**src/rtl/rcc_pkg.sv**
```systemverilog
package rcc_pkg;
  localparam int ADDR_W   = 12;
  localparam int DATA_W   = 8;
  localparam int CAUSE_W  = 4;

  localparam logic [ADDR_W-1:0] OFS_REMAP  = 12'h220;
  localparam logic [ADDR_W-1:0] OFS_STATUS = 12'h230;
  localparam logic [ADDR_W-1:0] OFS_CLEAR  = 12'h234;

  // status bit positions (software decodes these)
  localparam int BIT_POR  = 0;
  localparam int BIT_WDOG = 1;
  localparam int BIT_SOFT = 2;
  localparam int BIT_EXT  = 3;

  typedef struct packed {
    logic wr_status;
    logic wr_clear;
    logic wr_remap;
  } reg_wr_t;
endpackage

```
**src/rtl/rcc_sync.sv**
```systemverilog
module rcc_sync #(
  parameter int STAGES = 2,
  parameter bit RST_VAL = 1'b0
) (
  input  logic clk,
  input  logic arst_n,
  input  logic d,
  output logic q
);
  logic [STAGES-1:0] chain;

  generate
    for (genvar i = 0; i < STAGES; i++) begin : g_stage
      if (i == 0) begin : g_first
        always_ff @(posedge clk or negedge arst_n) begin
          if (!arst_n) chain[0] <= RST_VAL;
          else         chain[0] <= d;
        end
      end else begin : g_next
        always_ff @(posedge clk or negedge arst_n) begin
          if (!arst_n) chain[i] <= RST_VAL;
          else         chain[i] <= chain[i-1];
        end
      end
    end
  endgenerate

  assign q = chain[STAGES-1];
endmodule

```
**src/rtl/rcc_cause.sv**
```systemverilog
module rcc_cause
  import rcc_pkg::*;
#(
  parameter int W = CAUSE_W
) (
  input  logic         clk,
  input  logic         rst_n,
  input  logic         bus_ok,
  input  reg_wr_t      wr,
  input  logic [W-1:0] wdata,
  input  logic         wdog_hit,
  input  logic         ext_hit,
  output logic [W-1:0] status,
  output logic         soft_fire
);
  logic [W-1:0] st_q, st_d;
  logic         soft_req, soft_retrig;

  assign soft_req    = bus_ok && wr.wr_status && wdata[BIT_SOFT];
  assign soft_retrig = bus_ok && wr.wr_clear && st_q[BIT_SOFT] && !wdata[BIT_SOFT];
  assign soft_fire   = soft_req || soft_retrig;

  always_comb begin
    st_d = st_q;
    if (bus_ok && wr.wr_clear) st_d = st_d & ~wdata;
    if (soft_req)              st_d[BIT_SOFT] = 1'b1;
    // hardware sets win over a same-cycle clear
    if (wdog_hit)              st_d[BIT_WDOG] = 1'b1;
    if (ext_hit)               st_d[BIT_EXT]  = 1'b1;
  end

  always_ff @(posedge clk or negedge rst_n) begin
    if (!rst_n) st_q <= W'(1) << BIT_POR;
    else        st_q <= st_d;
  end

  assign status = st_q;

  AST_RETRIG_KEEPS_SOFT: assert property (@(posedge clk) disable iff (!rst_n)
    soft_retrig |=> st_q[BIT_SOFT]);
  AST_WDOG_SETS: assert property (@(posedge clk) disable iff (!rst_n)
    wdog_hit |=> st_q[BIT_WDOG]);
  AST_EXT_SETS: assert property (@(posedge clk) disable iff (!rst_n)
    ext_hit |=> st_q[BIT_EXT]);
  AST_POR_BIT_STICKY: assert property (@(posedge clk) disable iff (!rst_n)
    (st_q[BIT_POR] && !(bus_ok && wr.wr_clear && wdata[BIT_POR])) |=> st_q[BIT_POR]);
endmodule

```
**src/rtl/rcc_pulse.sv**
```systemverilog
module rcc_pulse #(
  parameter int PULSE_LEN = 16,
  localparam int CNT_W = $clog2(PULSE_LEN + 1)
) (
  input  logic clk,
  input  logic rst_n,
  input  logic fire,
  output logic active,
  output logic por_window
);
  logic [CNT_W-1:0] cnt_q;
  logic             por_q;

  always_ff @(posedge clk or negedge rst_n) begin
    if (!rst_n)              cnt_q <= CNT_W'(PULSE_LEN);
    else if (fire)           cnt_q <= CNT_W'(PULSE_LEN);
    else if (cnt_q != '0)    cnt_q <= cnt_q - 1'b1;
  end

  always_ff @(posedge clk or negedge rst_n) begin
    if (!rst_n)                        por_q <= 1'b1;
    else if (!fire && cnt_q == CNT_W'(1)) por_q <= 1'b0;
  end

  assign active     = (cnt_q != '0);
  assign por_window = por_q;

  AST_FIRE_STARTS_PULSE: assert property (@(posedge clk) disable iff (!rst_n)
    fire |=> active);
  AST_POR_INSIDE_PULSE: assert property (@(posedge clk) disable iff (!rst_n)
    por_q |-> active);
  AST_NO_LATE_POR: assert property (@(posedge clk) disable iff (!rst_n)
    !$rose(por_q));
endmodule

```
**src/rtl/rcc_remap.sv**
```systemverilog
module rcc_remap (
  input  logic clk,
  input  logic rst_n,
  input  logic bus_ok,
  input  logic wr_remap,
  input  logic wbit,
  input  logic any_fire,
  output logic ram_sel
);
  logic sel_q;

  always_ff @(posedge clk or negedge rst_n) begin
    if (!rst_n)                  sel_q <= 1'b0;
    else if (any_fire)           sel_q <= 1'b0;
    else if (bus_ok && wr_remap) sel_q <= wbit;
  end

  assign ram_sel = sel_q;

  AST_RESET_FLASH: assert property (@(posedge clk) disable iff (!rst_n)
    any_fire |=> !sel_q);
  AST_BUSY_HOLDS_REMAP: assert property (@(posedge clk) disable iff (!rst_n)
    (!bus_ok && !any_fire) |=> $stable(sel_q));
endmodule

```
**src/rtl/reset_cause_ctl.sv**
```systemverilog
module reset_cause_ctl
  import rcc_pkg::*;
#(
  parameter int PULSE_LEN   = 16,
  parameter int SYNC_STAGES = 2
) (
  input  logic              clk,
  input  logic              por_n,
  input  logic              wdog_evt,
  input  logic              ext_rst_n,
  input  logic              wr_en,
  input  logic [ADDR_W-1:0] addr,
  input  logic [DATA_W-1:0] wdata,
  output logic [DATA_W-1:0] rdata,
  output logic              sys_rst,
  output logic              wdt_rst,
  output logic              remap_ram
);
  logic               rst_n;
  logic               ext_low;
  logic               bus_ok;
  logic               soft_fire;
  logic               any_fire;
  logic               pulse_on;
  logic               por_win;
  logic [CAUSE_W-1:0] status;
  reg_wr_t            wr;

  // release of power-on reset is synchronized; assertion is immediate
  rcc_sync #(.STAGES(SYNC_STAGES), .RST_VAL(1'b0)) u_por_sync (
    .clk(clk), .arst_n(por_n), .d(1'b1), .q(rst_n)
  );

  logic ext_sync_n;
  rcc_sync #(.STAGES(SYNC_STAGES), .RST_VAL(1'b1)) u_ext_sync (
    .clk(clk), .arst_n(rst_n), .d(ext_rst_n), .q(ext_sync_n)
  );
  assign ext_low = !ext_sync_n;

  assign bus_ok       = !pulse_on;
  assign wr.wr_status = wr_en && (addr == OFS_STATUS);
  assign wr.wr_clear  = wr_en && (addr == OFS_CLEAR);
  assign wr.wr_remap  = wr_en && (addr == OFS_REMAP);

  rcc_cause #(.W(CAUSE_W)) u_cause (
    .clk(clk), .rst_n(rst_n), .bus_ok(bus_ok), .wr(wr),
    .wdata(wdata[CAUSE_W-1:0]), .wdog_hit(wdog_evt), .ext_hit(ext_low),
    .status(status), .soft_fire(soft_fire)
  );

  assign any_fire = soft_fire || wdog_evt || ext_low;

  rcc_pulse #(.PULSE_LEN(PULSE_LEN)) u_pulse (
    .clk(clk), .rst_n(rst_n), .fire(any_fire),
    .active(pulse_on), .por_window(por_win)
  );

  rcc_remap u_remap (
    .clk(clk), .rst_n(rst_n), .bus_ok(bus_ok), .wr_remap(wr.wr_remap),
    .wbit(wdata[0]), .any_fire(any_fire), .ram_sel(remap_ram)
  );

  always_comb begin
    rdata = '0;
    if (addr == OFS_STATUS)     rdata[CAUSE_W-1:0] = status;
    else if (addr == OFS_REMAP) rdata[0] = remap_ram;
  end

  assign sys_rst = pulse_on || !rst_n;
  assign wdt_rst = por_win  || !rst_n;

  AST_STATUS_UPPER_ZERO: assert property (@(posedge clk) disable iff (!rst_n)
    (addr == OFS_STATUS) |-> (rdata[DATA_W-1:CAUSE_W] == '0));
  AST_REMAP_UPPER_ZERO: assert property (@(posedge clk) disable iff (!rst_n)
    (addr == OFS_REMAP) |-> (rdata[DATA_W-1:1] == '0));
  AST_CLEAR_READS_ZERO: assert property (@(posedge clk) disable iff (!rst_n)
    (addr == OFS_CLEAR) |-> (rdata == '0));
  AST_WDT_NOT_FROM_WDOG: assert property (@(posedge clk) disable iff (!rst_n)
    (wdog_evt && !wdt_rst) |=> !wdt_rst);
endmodule

```
**config.mk**
```make
export PLATFORM = sky130hd
export DESIGN_NAME = reset_cause_ctl
export DESIGN_NICKNAME = d
export VERILOG_FILES = /design/src/rtl/rcc_pkg.sv /design/src/rtl/rcc_sync.sv /design/src/rtl/rcc_cause.sv /design/src/rtl/rcc_pulse.sv /design/src/rtl/rcc_remap.sv /design/src/rtl/reset_cause_ctl.sv
export SDC_FILE = /design/constraint.sdc
export NUM_CORES = 1
export LEC_CHECK = 0
export BUFFER_PORTS_ARGS = -buffer_cell sky130_fd_sc_hd__clkbuf_2
export CAP_MARGIN = 20
export CORE_ASPECT_RATIO = 0.7
export CORE_UTILIZATION = 40
export DETAILED_ROUTE_END_ITERATION = 8
export HOLD_SLACK_MARGIN = 0.06
export PLACE_DENSITY_LB_ADDON = 0.2
export SETUP_SLACK_MARGIN = 0.02
export SYNTH_ARGS = -nofsm -noshare
export SYNTH_HDL_FRONTEND = slang
export SYNTH_SLANG_ARGS = --single-unit
```
**constraint.sdc**
```tcl
create_clock -name clk -period 1.2 [get_ports clk]
set_clock_uncertainty 0.2 [all_clocks]
set_input_delay 0.06 -clock clk [delete_from_list [all_inputs] [get_ports clk]]
set_output_delay 0.06 -clock clk [all_outputs]
set_load 0.005 [all_outputs]
```
== Word-level counts from Yosys, hierarchy flattened ==
Index checks and enable logic that the tools add are counted.

* Add/sub/neg operators: 1
* Multipliers: 0
* Divide/modulo/power cells: 0
* Magnitude comparators: 0
* Equality and inequality tests: 5
* Shift operators: 0
* Muxes and demuxes: 11
* Bitwise operators: 2
* Reduce and logical (&&, ||, !) cells: 25

{| class="wikitable"
|+ Operators by type and width
! operator !! number
|-
| $eq 12x10->1 const B || 3
|-
| $logic_and 1x1->1 || 10
|-
| $mux 5 || 2
|-
| $reduce_bool 2->1 || 4
|-
| $mux 1 || 7
|-
| $eq 5x1->1 const B || 1
|-
| $logic_not 1->1 || 5
|-
| $logic_or 1x1->1 || 5
|-
| $reduce_bool 5->1 || 1
|-
| $sub 5x1->5 const B || 1
|-
| $and 4x4->4 || 1
|-
| $mux 4 || 1
|-
| $not 4->4 || 1
|-
| $mux 3 || 1
|-
| $ne 2x1->1 const B || 1
|}

* Register bits: 15
* Latch bits: 0
* Bits in writable memories: 0
* Bits in read-only memories: 0
* Input bits: 25
* Word-level logic and storage cells: 55
* Memories kept: 0

== Longest topological paths before layout ==
Gate-level depths: netlist of the first run.

* Depth in word-level cells: 10
* Mapped depth: 6

== Cells and area by module ==
From an unflattened synthesis of the first run, not the netlist that was laid out.

* Cells, all modules: 85
* Area total of the unflattened synthesis: 830.8 um^2

{| class="wikitable"
|+ By module, submodules not included
! module !! times used !! cells each !! area an instance (um^2) !! seq. area each (um^2)
|-
| rcc_pulse || 1 || 29 || 300.3 || 152.6
|-
| reset_cause_ctl || 1 || 33 || 209.0 || 0.0
|-
| rcc_cause || 1 || 15 || 170.2 || 101.3
|-
| rcc_sync at u_ext_sync || 1 || 2 || 52.6 || 52.6
|-
| rcc_sync at u_por_sync || 1 || 2 || 50.0 || 50.0
|-
| rcc_remap || 1 || 4 || 48.8 || 25.0
|}

== Worst setup path after synthesis of the first run ==
No wires, ideal clock.

* Path kind: register to register
* Start: register u_pulse.cnt_q[0]
* End: register u_remap.sel_q (netlist: u_remap.ram_sel)
* Data arrival time: 1614 ps
* Slack: -691 ps
* Cell stages (with the launch flop): 7
* Buffers on the path: 0
* Cells stage by stage: dfrtp_1 inv_1 ha_1 nor4b_4 nand3b_1 or4_1 a21oi_1

* Word-level cells in the longest chain between the ends: 9
* Elaborated cells between the ends (all ways): 13
* Those cells by class: mux (1); reduce/logical (12)

{| class="wikitable"
|+ Ends and longest elaborated chain
! what !! RTL line !! RTL
|-
| start, declared || rcc_pulse.sv:11 || <nowiki>logic [CNT_W-1:0] cnt_q;</nowiki>
|-
| start signal, assigned || rcc_pulse.sv:15 || <nowiki>if (!rst_n) cnt_q <= CNT_W'(PULSE_LEN);</nowiki>
|-
| start signal, assigned || rcc_pulse.sv:16 || <nowiki>else if (fire) cnt_q <= CNT_W'(PULSE_LEN);</nowiki>
|-
| start signal, assigned || rcc_pulse.sv:17 || <nowiki>else if (cnt_q != '0) cnt_q <= cnt_q - 1'b1;</nowiki>
|-
| $reduce_bool 5->1 (*) || rcc_pulse.sv:25 || <nowiki>assign active = (cnt_q != '0);</nowiki>
|-
| $logic_not 1->1 (*) || reset_cause_ctl.sv:40 || <nowiki>assign bus_ok = !pulse_on;</nowiki>
|-
| $logic_and 1x1->1 (3 in series) || rcc_cause.sv:20 || <nowiki>assign soft_retrig = bus_ok && wr.wr_clear && st_q[BIT_SOFT] && !wdata[BIT_SOFT];</nowiki>
|-
| $logic_or 1x1->1 || rcc_cause.sv:21 || <nowiki>assign soft_fire = soft_req || soft_retrig;</nowiki>
|-
| $logic_or 1x1->1 (2 in series) || reset_cause_ctl.sv:51 || <nowiki>assign any_fire = soft_fire || wdog_evt || ext_low;</nowiki>
|-
| $mux 1 or $reduce_bool 2->1 (tied branches) || n/a ||
|-
| end signal, assigned || rcc_remap.sv:15 || <nowiki>else if (bus_ok && wr_remap) sel_q <= wbit;</nowiki>
|-
| end, declared || rcc_remap.sv:10 || <nowiki>logic sel_q;</nowiki>
|}

Mark *: on every way between the ends. The rest lies on a longest branch, timed or not.
A chain may end at the register's enable or synchronous reset.

== Worst setup path after layout of the first run ==
Ends and elaborated chain as after synthesis.

==> results of run 1 <==
==> kinds of logic after synthesis <==
kind of cell	after synthesis	share of synthesized area (%)
AND/OR/NAND/NOR	35	28.05
flip-flops	15	44.33
AO/OA/AOI/OAI	11	11.48
buffers and inverters	10	6.105
adder cells (fa/ha/maj)	3	4.361
multiplexers	3	3.779
other	2	0.8724
XOR/XNOR	1	1.018
==> layer usage <==
layer | part of all wire (%) | vias up | track usage (%)
li1 | - | 399 | -
met1 | 48 | 390 | 26.63
met2 | 47 | 20 | 34.01
met3 | 3.6 | 4 | 6.625
met4 | 1.5 | 0 | 7.317
met5 | 0 | - | 0
==> cell usage in the layout (no fill, tap or decap), types with 4 or more instances in the layout <==
| master | count |
|---|---|
| buf_4 | 21 |
| buf_6 | 4 |
| clkbuf_2 | 25 |
| conb_1 | 5 |
| dfrtp_1 | 10 |
| dfstp_2 | 5 |
| dlygate4sd3_1 | 7 |
| inv_1 | 4 |
| nand2_1 | 6 |
| nor2_1 | 6 |
==> worst max-delay path, stage by stage, from the launching register on <==
cell      delay (ps)
dfrtp_1          400
inv_2             90
ha_4             140
nor4b_4          270
nand3b_1         170
or4_4            440
a21oi_2          120
==> cell type report <==
class	instances	share of cell area, %
Timing Repair Buffer	59	29.54
Clock buffer	3	1.601
Inverter	6	1.601
Clock inverter	1	0.3559
Tap cell	22	1.957
Multi-Input combinational cell	58	37.81
Sequential cell	15	27.14
==> metrics by stage <==
step                cell area, um2  setup WS [ps]  std cells  hold WS (ps)
finish                        1406         -689.9        164        -94.51
global route                  1406         -788.1        164        -81.75
CTS                           1355         -657.1        163        -110.1
detailed placement            1145         -640.5        145        -349.1
global placement              1145         -609.6        145        -352.3
floorplan                    884.6         -623.0         83        -435.6
==> worst min-delay path by stage <==
stage               startpoint                  end  slack, ps
floorplan                por_n  u_por_sync.chain[0]       -440
global placement         por_n  u_por_sync.chain[0]       -350
detailed placement       por_n  u_por_sync.chain[0]       -350
CTS                      wr_en    u_cause.status[2]       -110
global route             wr_en    u_cause.status[2]        -80
finish                   wr_en    u_cause.status[2]        -90
==> what timing repair did <==
action | in CTS | in global routing
pin swaps | 10 | 5
resized for setup | 15 | 10
setup endpoints to repair | 17 | 17
setup buffers | 6 | 1
hold endpoints to repair | 13 | 5
==> sequential cells by signal, summed over array words and instances, names as in the netlist <==
signal              flops
u_cause.status          4
u_ext_sync.chain        1
u_ext_sync.q            1
u_por_sync.chain        1
u_por_sync.q            1
u_pulse.cnt_q           5
u_pulse.por_window      1
u_remap.ram_sel         1
==> power by group through the flow <==
stage / combinational (mW) / sequential, mW / clock [mW]
floorplan: 0.115 / 0.566 / 0
global placement: 0.225 / 0.562 / 0
detailed placement: 0.229 / 0.563 / 0
CTS: 0.277 / 0.555 / 0.297
global route: 0.318 / 0.560 / 0.333
finish: 0.293 / 0.557 / 0.297
==> metrics.md, run 1 <==
| Metric | Value |
|---|---|
| Status | complete, but fails checks |
| Violated checks | design-rule violations, negative hold slack, negative setup slack |
| Commonest cells post-synth | dfrtp_1, nor2_1, nand2_1 |
| Clk slew on worst S/H paths | 90 ps |
| Final #Nets | 171 |
| Nature of the critical path startpoint | register |
| Req. time, crit path | 1230 ps |
| Max Cap Viol | 0 |
| Clock Path Buffers | 2 |
| Comb power frac | between 20% and 30% |
| Largest net degree at the start of global routing | 10 |
| Final setup fails | 17 |
| Crit Path Max Fanout | 4 |
| Register area share after synthesis | around 44% |
| Number of flops mapped to enable cells by yosys | 0 |
| Synth warn | 0 |
| Most frequent cell after synthesis | dfrtp_1 |
| Sw Share | 28.74% |
| Crit. End Element | register |
| Area of the multi-input gates | 531.8 um2 |
| Layout area overhead | 63.37% |
| Initial Utilization | 44.47% |
| First drt pass iteration count | 6 |
| Mean area per synthesized cell | around 11 um2 |
| Number of I/O pins | 36 |
| Dpl hpwl | between 1500 and 2000 um |
| Placer Congestion | about 0.77 |
| Fillers | about 150 |
| Internal | a little over 0.8 mW |
| Synthesis-stage register bit count | 15 |
| Start point of the critical path | u_pulse.cnt_q[0] |
| Core area | slightly below 2000 um2 |
| Cts hold-fix bufs | 8 |
| Via density per instance | just under 5 |
| Worst R2R Path Depth | 6 |
| Util after Layout | 72.66% |
| Post-synth ARST share | between 90% and 100% |
| Clk root buf | clkbuf_4 |
| Synth top area cells | dfrtp_1, dfstp_2, nor4b_4 |
| First-pass GRT wire length | around 3400 um |
| Horiz. Die Dim | between 50 and 60 um |
| Switching component of the power | about 0.33 mW |
| Clock Latency Late Sink | 290 ps |
| Mapped cell area | 860.8 um2 |
| Port Buffer Count | 27 |
| Inserted Diodes | 0 |
| Reg2reg start | u_pulse.cnt_q[0] |
| Detailed Route Iter0 Violations | 26 |
| Fin crit period | roughly 1900 ps |
| Routed WL per cell | about 14 um |
| Setup TNS | -8168 ps |
| Final Hold Vio Count | 3 |
| CTS tree | done |
| Cells after Synth | 80 |
| Gr usage total | 20.81% |
| Crit path capture | u_remap.ram_sel |
| Rows | 13 |
| Initial antenna violation count | 0 |
| Power Density | about 800 nW/um2 |
| Register cell area after layout | 381.6 um2 |
| Final period utilization | 157.5% |
| Reg2Reg Setup Slack | -690 ps |
| Setup ws final | -689.9 ps |
| CP Data Arrival Time | roughly 1900 ps |
| Synth top area share | 29.07% |
| Die Y | approximately 41 um |
| CTS Buf Count | 3 |
| WHS | -94.51 ps |
| H-tree depth reported by CTS | 1 |
| Leak Pwr | 0.6658 nW |
| Residual DRC | 2 |
| Die area | around 2300 um2 |
| Distinct cell type count of the synthesized netlist | 30 |
| Overflow after GRT | 0 |
| Vias in the first global route | between 700 and 800 |
| Max Freq | 529.1 MHz |
| RSZ-0062 raised after global routing | yes |
| Post-Route WL | 2271 um |
| Hold path cells | 3 |
| Synth Flop Type | dfrtp_1 |
| Clk pwr share | roughly 26% |
| CTS Sinks | 15 |
| FF-to-FF End | u_remap.ram_sel |
| Slew Viols, Final | 0 |
| Flop pwr share | a little under 50% |
| ANT nets after route | 0 |
| DR vias | approximately 810 |
| Peak supply drop | 732.1 uV |
| Hold crit path type | in -> reg |
| WS Path Type | reg -> reg |
| Layout cells sized above 1 | approximately three fifths |
| Tot Pwr | between 1 and 1.5 mW |
| Largest area contributor in the netlist | dfrtp_1 |
Note: power is estimated with default switching activity, not from simulation.
==> inputs of run 2 (changes only) <==
--- a/config.mk
+++ b/config.mk
@@ -12,6 +12,7 @@
 export DETAILED_ROUTE_END_ITERATION = 8
 export HOLD_SLACK_MARGIN = 0.06
 export PLACE_DENSITY_LB_ADDON = 0.2
+export REMOVE_ABC_BUFFERS = 1
 export SETUP_SLACK_MARGIN = 0.02
 export SYNTH_ARGS = -nofsm -noshare
 export SYNTH_HDL_FRONTEND = slang
==> metrics.md, run 2 (synthesized netlist as in run 1, its figures left out) <==
| Metric | Value |
|---|---|
| Rows | 13 (unchanged) |
| Worst R2R Path Depth | 6 (unchanged) |
| Overflow after GRT | 0 (unchanged) |
| Power Density | 793.1 nW/um2 (was 815.9 nW/um2) |
| Via density per instance | 5.012 (was 4.957) |
| Slew Viols, Final | 0 (unchanged) |
| Start point of the critical path | u_pulse.cnt_q[1] (was u_pulse.cnt_q[0]) |
| Max Cap Viol | 0 (unchanged) |
| Core area | 1936 um2 (unchanged) |
| Cts hold-fix bufs | 9 (was 8) |
| ANT nets after route | 0 (unchanged) |
| Detailed Route Iter0 Violations | 14 (was 26) |
| Horiz. Die Dim | 57.45 um (unchanged) |
| Nature of the critical path startpoint | register (unchanged) |
| CP Data Arrival Time | 1900 ps (was 1920 ps) |
| Peak supply drop | 731.0 uV (was 732.1 uV) |
| Hold crit path type | in -> reg (unchanged) |
| Largest net degree at the start of global routing | 12 (was 10) |
| Reg2Reg Setup Slack | -680 ps (was -690 ps) |
| Final Hold Vio Count | 1 (was 3) |
| Util after Layout | 78.09% (was 72.66%) |
| Initial antenna violation count | 0 (unchanged) |
| Max Freq | 532.2 MHz (was 529.1 MHz) |
| Largest register by flop count | u_pulse.cnt_q (unchanged) |
| Req. time, crit path | 1220 ps (was 1230 ps) |
| Layout area overhead | 75.58% (was 63.37%) |
| Crit path largest cell delay | 430 ps (was 440 ps) |
| WHS | -11.85 ps (was -94.51 ps) |
| Die area | 2345 um2 (unchanged) |
| Status | complete, but fails checks (unchanged) |
| Fin crit period | 1879 ps (was 1890 ps) |
| Leak Pwr | 0.7000 nW (was 0.6658 nW) |
| Setup TNS | -8012 ps (was -8168 ps) |
| Routed WL per cell | 14.86 um (was 13.85 um) |
| Port Buffer Count | 27 (unchanged) |
| CTS tree | done (unchanged) |
| Inserted Diodes | 0 (unchanged) |
| Post-Route WL | 2512 um (was 2271 um) |
| Tot Pwr | 1.199 mW (was 1.147 mW) |
| Critical path cell sequence | inv_2, ha_4, nor4b_4, nand3b_1, or4_4, a21oi_2 (unchanged) |
| Crit path capture | u_remap.ram_sel (unchanged) |
| Placed Instance Area | 1132 um2 (was 1145 um2) |
| Initial Utilization | 44.47% (unchanged) |
| Commonest non-fill, non-tap cells in the layout | clkbuf_2, buf_4, dfrtp_1 (unchanged) |
| Largest register FFs | 5 (unchanged) |
| WS Path Type | reg -> reg (unchanged) |
| Violated checks | design-rule violations, negative hold slack, negative setup slack (unchanged) |
| First drt pass iteration count | 6 (unchanged) |
| Dpl hpwl | 1417 um (was 1526 um) |
| Crit. End Element | register (unchanged) |
| CTS Sinks | 15 (unchanged) |
| Layout cells sized above 1 | 61.90% (was 59.15%) |
| RSZ-0062 raised after global routing | yes (unchanged) |
| Die Y | 40.82 um (unchanged) |
| Setup ws final | -679.2 ps (was -689.9 ps) |
| Placer Congestion | 0.7788 (was 0.7693) |
| Final #Nets | 176 (was 171) |
| Gr usage total | 22.34% (was 20.81%) |
| Clk slew on worst S/H paths | 90 ps (about the same) |
| CTS Buf Count | 3 (unchanged) |
| Clock Path Buffers | 2 (unchanged) |
| Clock Latency Late Sink | 290 ps (about the same) |
| Final period utilization | 156.6% (was 157.5%) |
| Vias in the first global route | 795 (was 738) |
| FF-to-FF End | u_remap.ram_sel (unchanged) |
| Number of I/O pins | 36 (unchanged) |
| Fillers | 125 (was 147) |
| Reg2reg start | u_pulse.cnt_q[1] (was u_pulse.cnt_q[0]) |
| First-pass GRT wire length | 3719 um (was 3360 um) |
| Cell area after layout | 1511 um2 (was 1406 um2) |
| Slowest CP cell | or4_4 (unchanged) |
| DR vias | 847 (was 813) |
| Clk root buf | clkbuf_4 (unchanged) |
| Final setup fails | 17 (unchanged) |
| Crit Path Max Fanout | 4 (unchanged) |
| H-tree depth reported by CTS | 1 (unchanged) |
| Residual DRC | 2 (unchanged) |
[run 2: through the flow]
step	setup WS [ps]	hold WS, ps	std cells
detailed placement	-700.9	-350.0	145
floorplan	-691.4	-435.6	79
CTS	-664.0	-26.49	168
global route	-742.2	-22.04	169
finish	-679.2	-11.85	169
global placement	-660.4	-353.7	145
[run 2: layout make-up]
| type | instances | area (um2) | area share, % |
|---|---|---|---|
| clock buffers | 4 | 26.28 | 1.738 |
| inverters | 6 | 22.52 | 1.490 |
| repair buffers | 64 | 473.0 | 31.29 |
| multi-input cells | 58 | 580.6 | 38.41 |
| well taps | 22 | 27.53 | 1.821 |
| flip-flops and latches | 15 | 381.6 | 25.25 |
[run 2: power by group]
| part | switching (mW) | internal, mW |
|---|---|---|
| logic | 0.151 | 0.198 |
| clock network | 0.158 | 0.129 |
| registers | 0.0320 | 0.531 |
| total | 0.341 | 0.858 |
[run 2: worst min-delay path by stage]
stage	cells after the start	endpoint	slack (ps)	start
final	4	u_remap.ram_sel	-10	wr_en
after global routing	4	u_remap.ram_sel	-20	wr_en
after CTS	4	u_remap.ram_sel	-30	wr_en
after detailed placement	1	u_por_sync.chain[0]	-350	por_n
after global placement	1	u_por_sync.chain[0]	-350	por_n
after floorplan	0	u_por_sync.chain[0]	-440	por_n
[run 2: metal layers]
layer | wire length, um | GRT usage (%)
met1 | 1120 | 27.91
met2 | 1240 | 40.99
met4 | 28 | 1.829
met3 | 122 | 6.625
met5 | 0 | 0
[run 2: timing repair]
action                     4_1_cts  5_1_grt
hold endpoints to repair        14        2
setup endpoints to repair       17       17
gates resized for setup         15       25
setup buffers                   10        1
pin swaps                       12       15
[run 2: worst max-delay path, delay by kind of cell, from the launching register on]
family	cells	cell delay (ps)
and+or+nand+nor	3	870
DFF	1	400
buffers and inverters	1	80
AOI/OAI and AO/OA	1	150
adders and majority gates	1	130
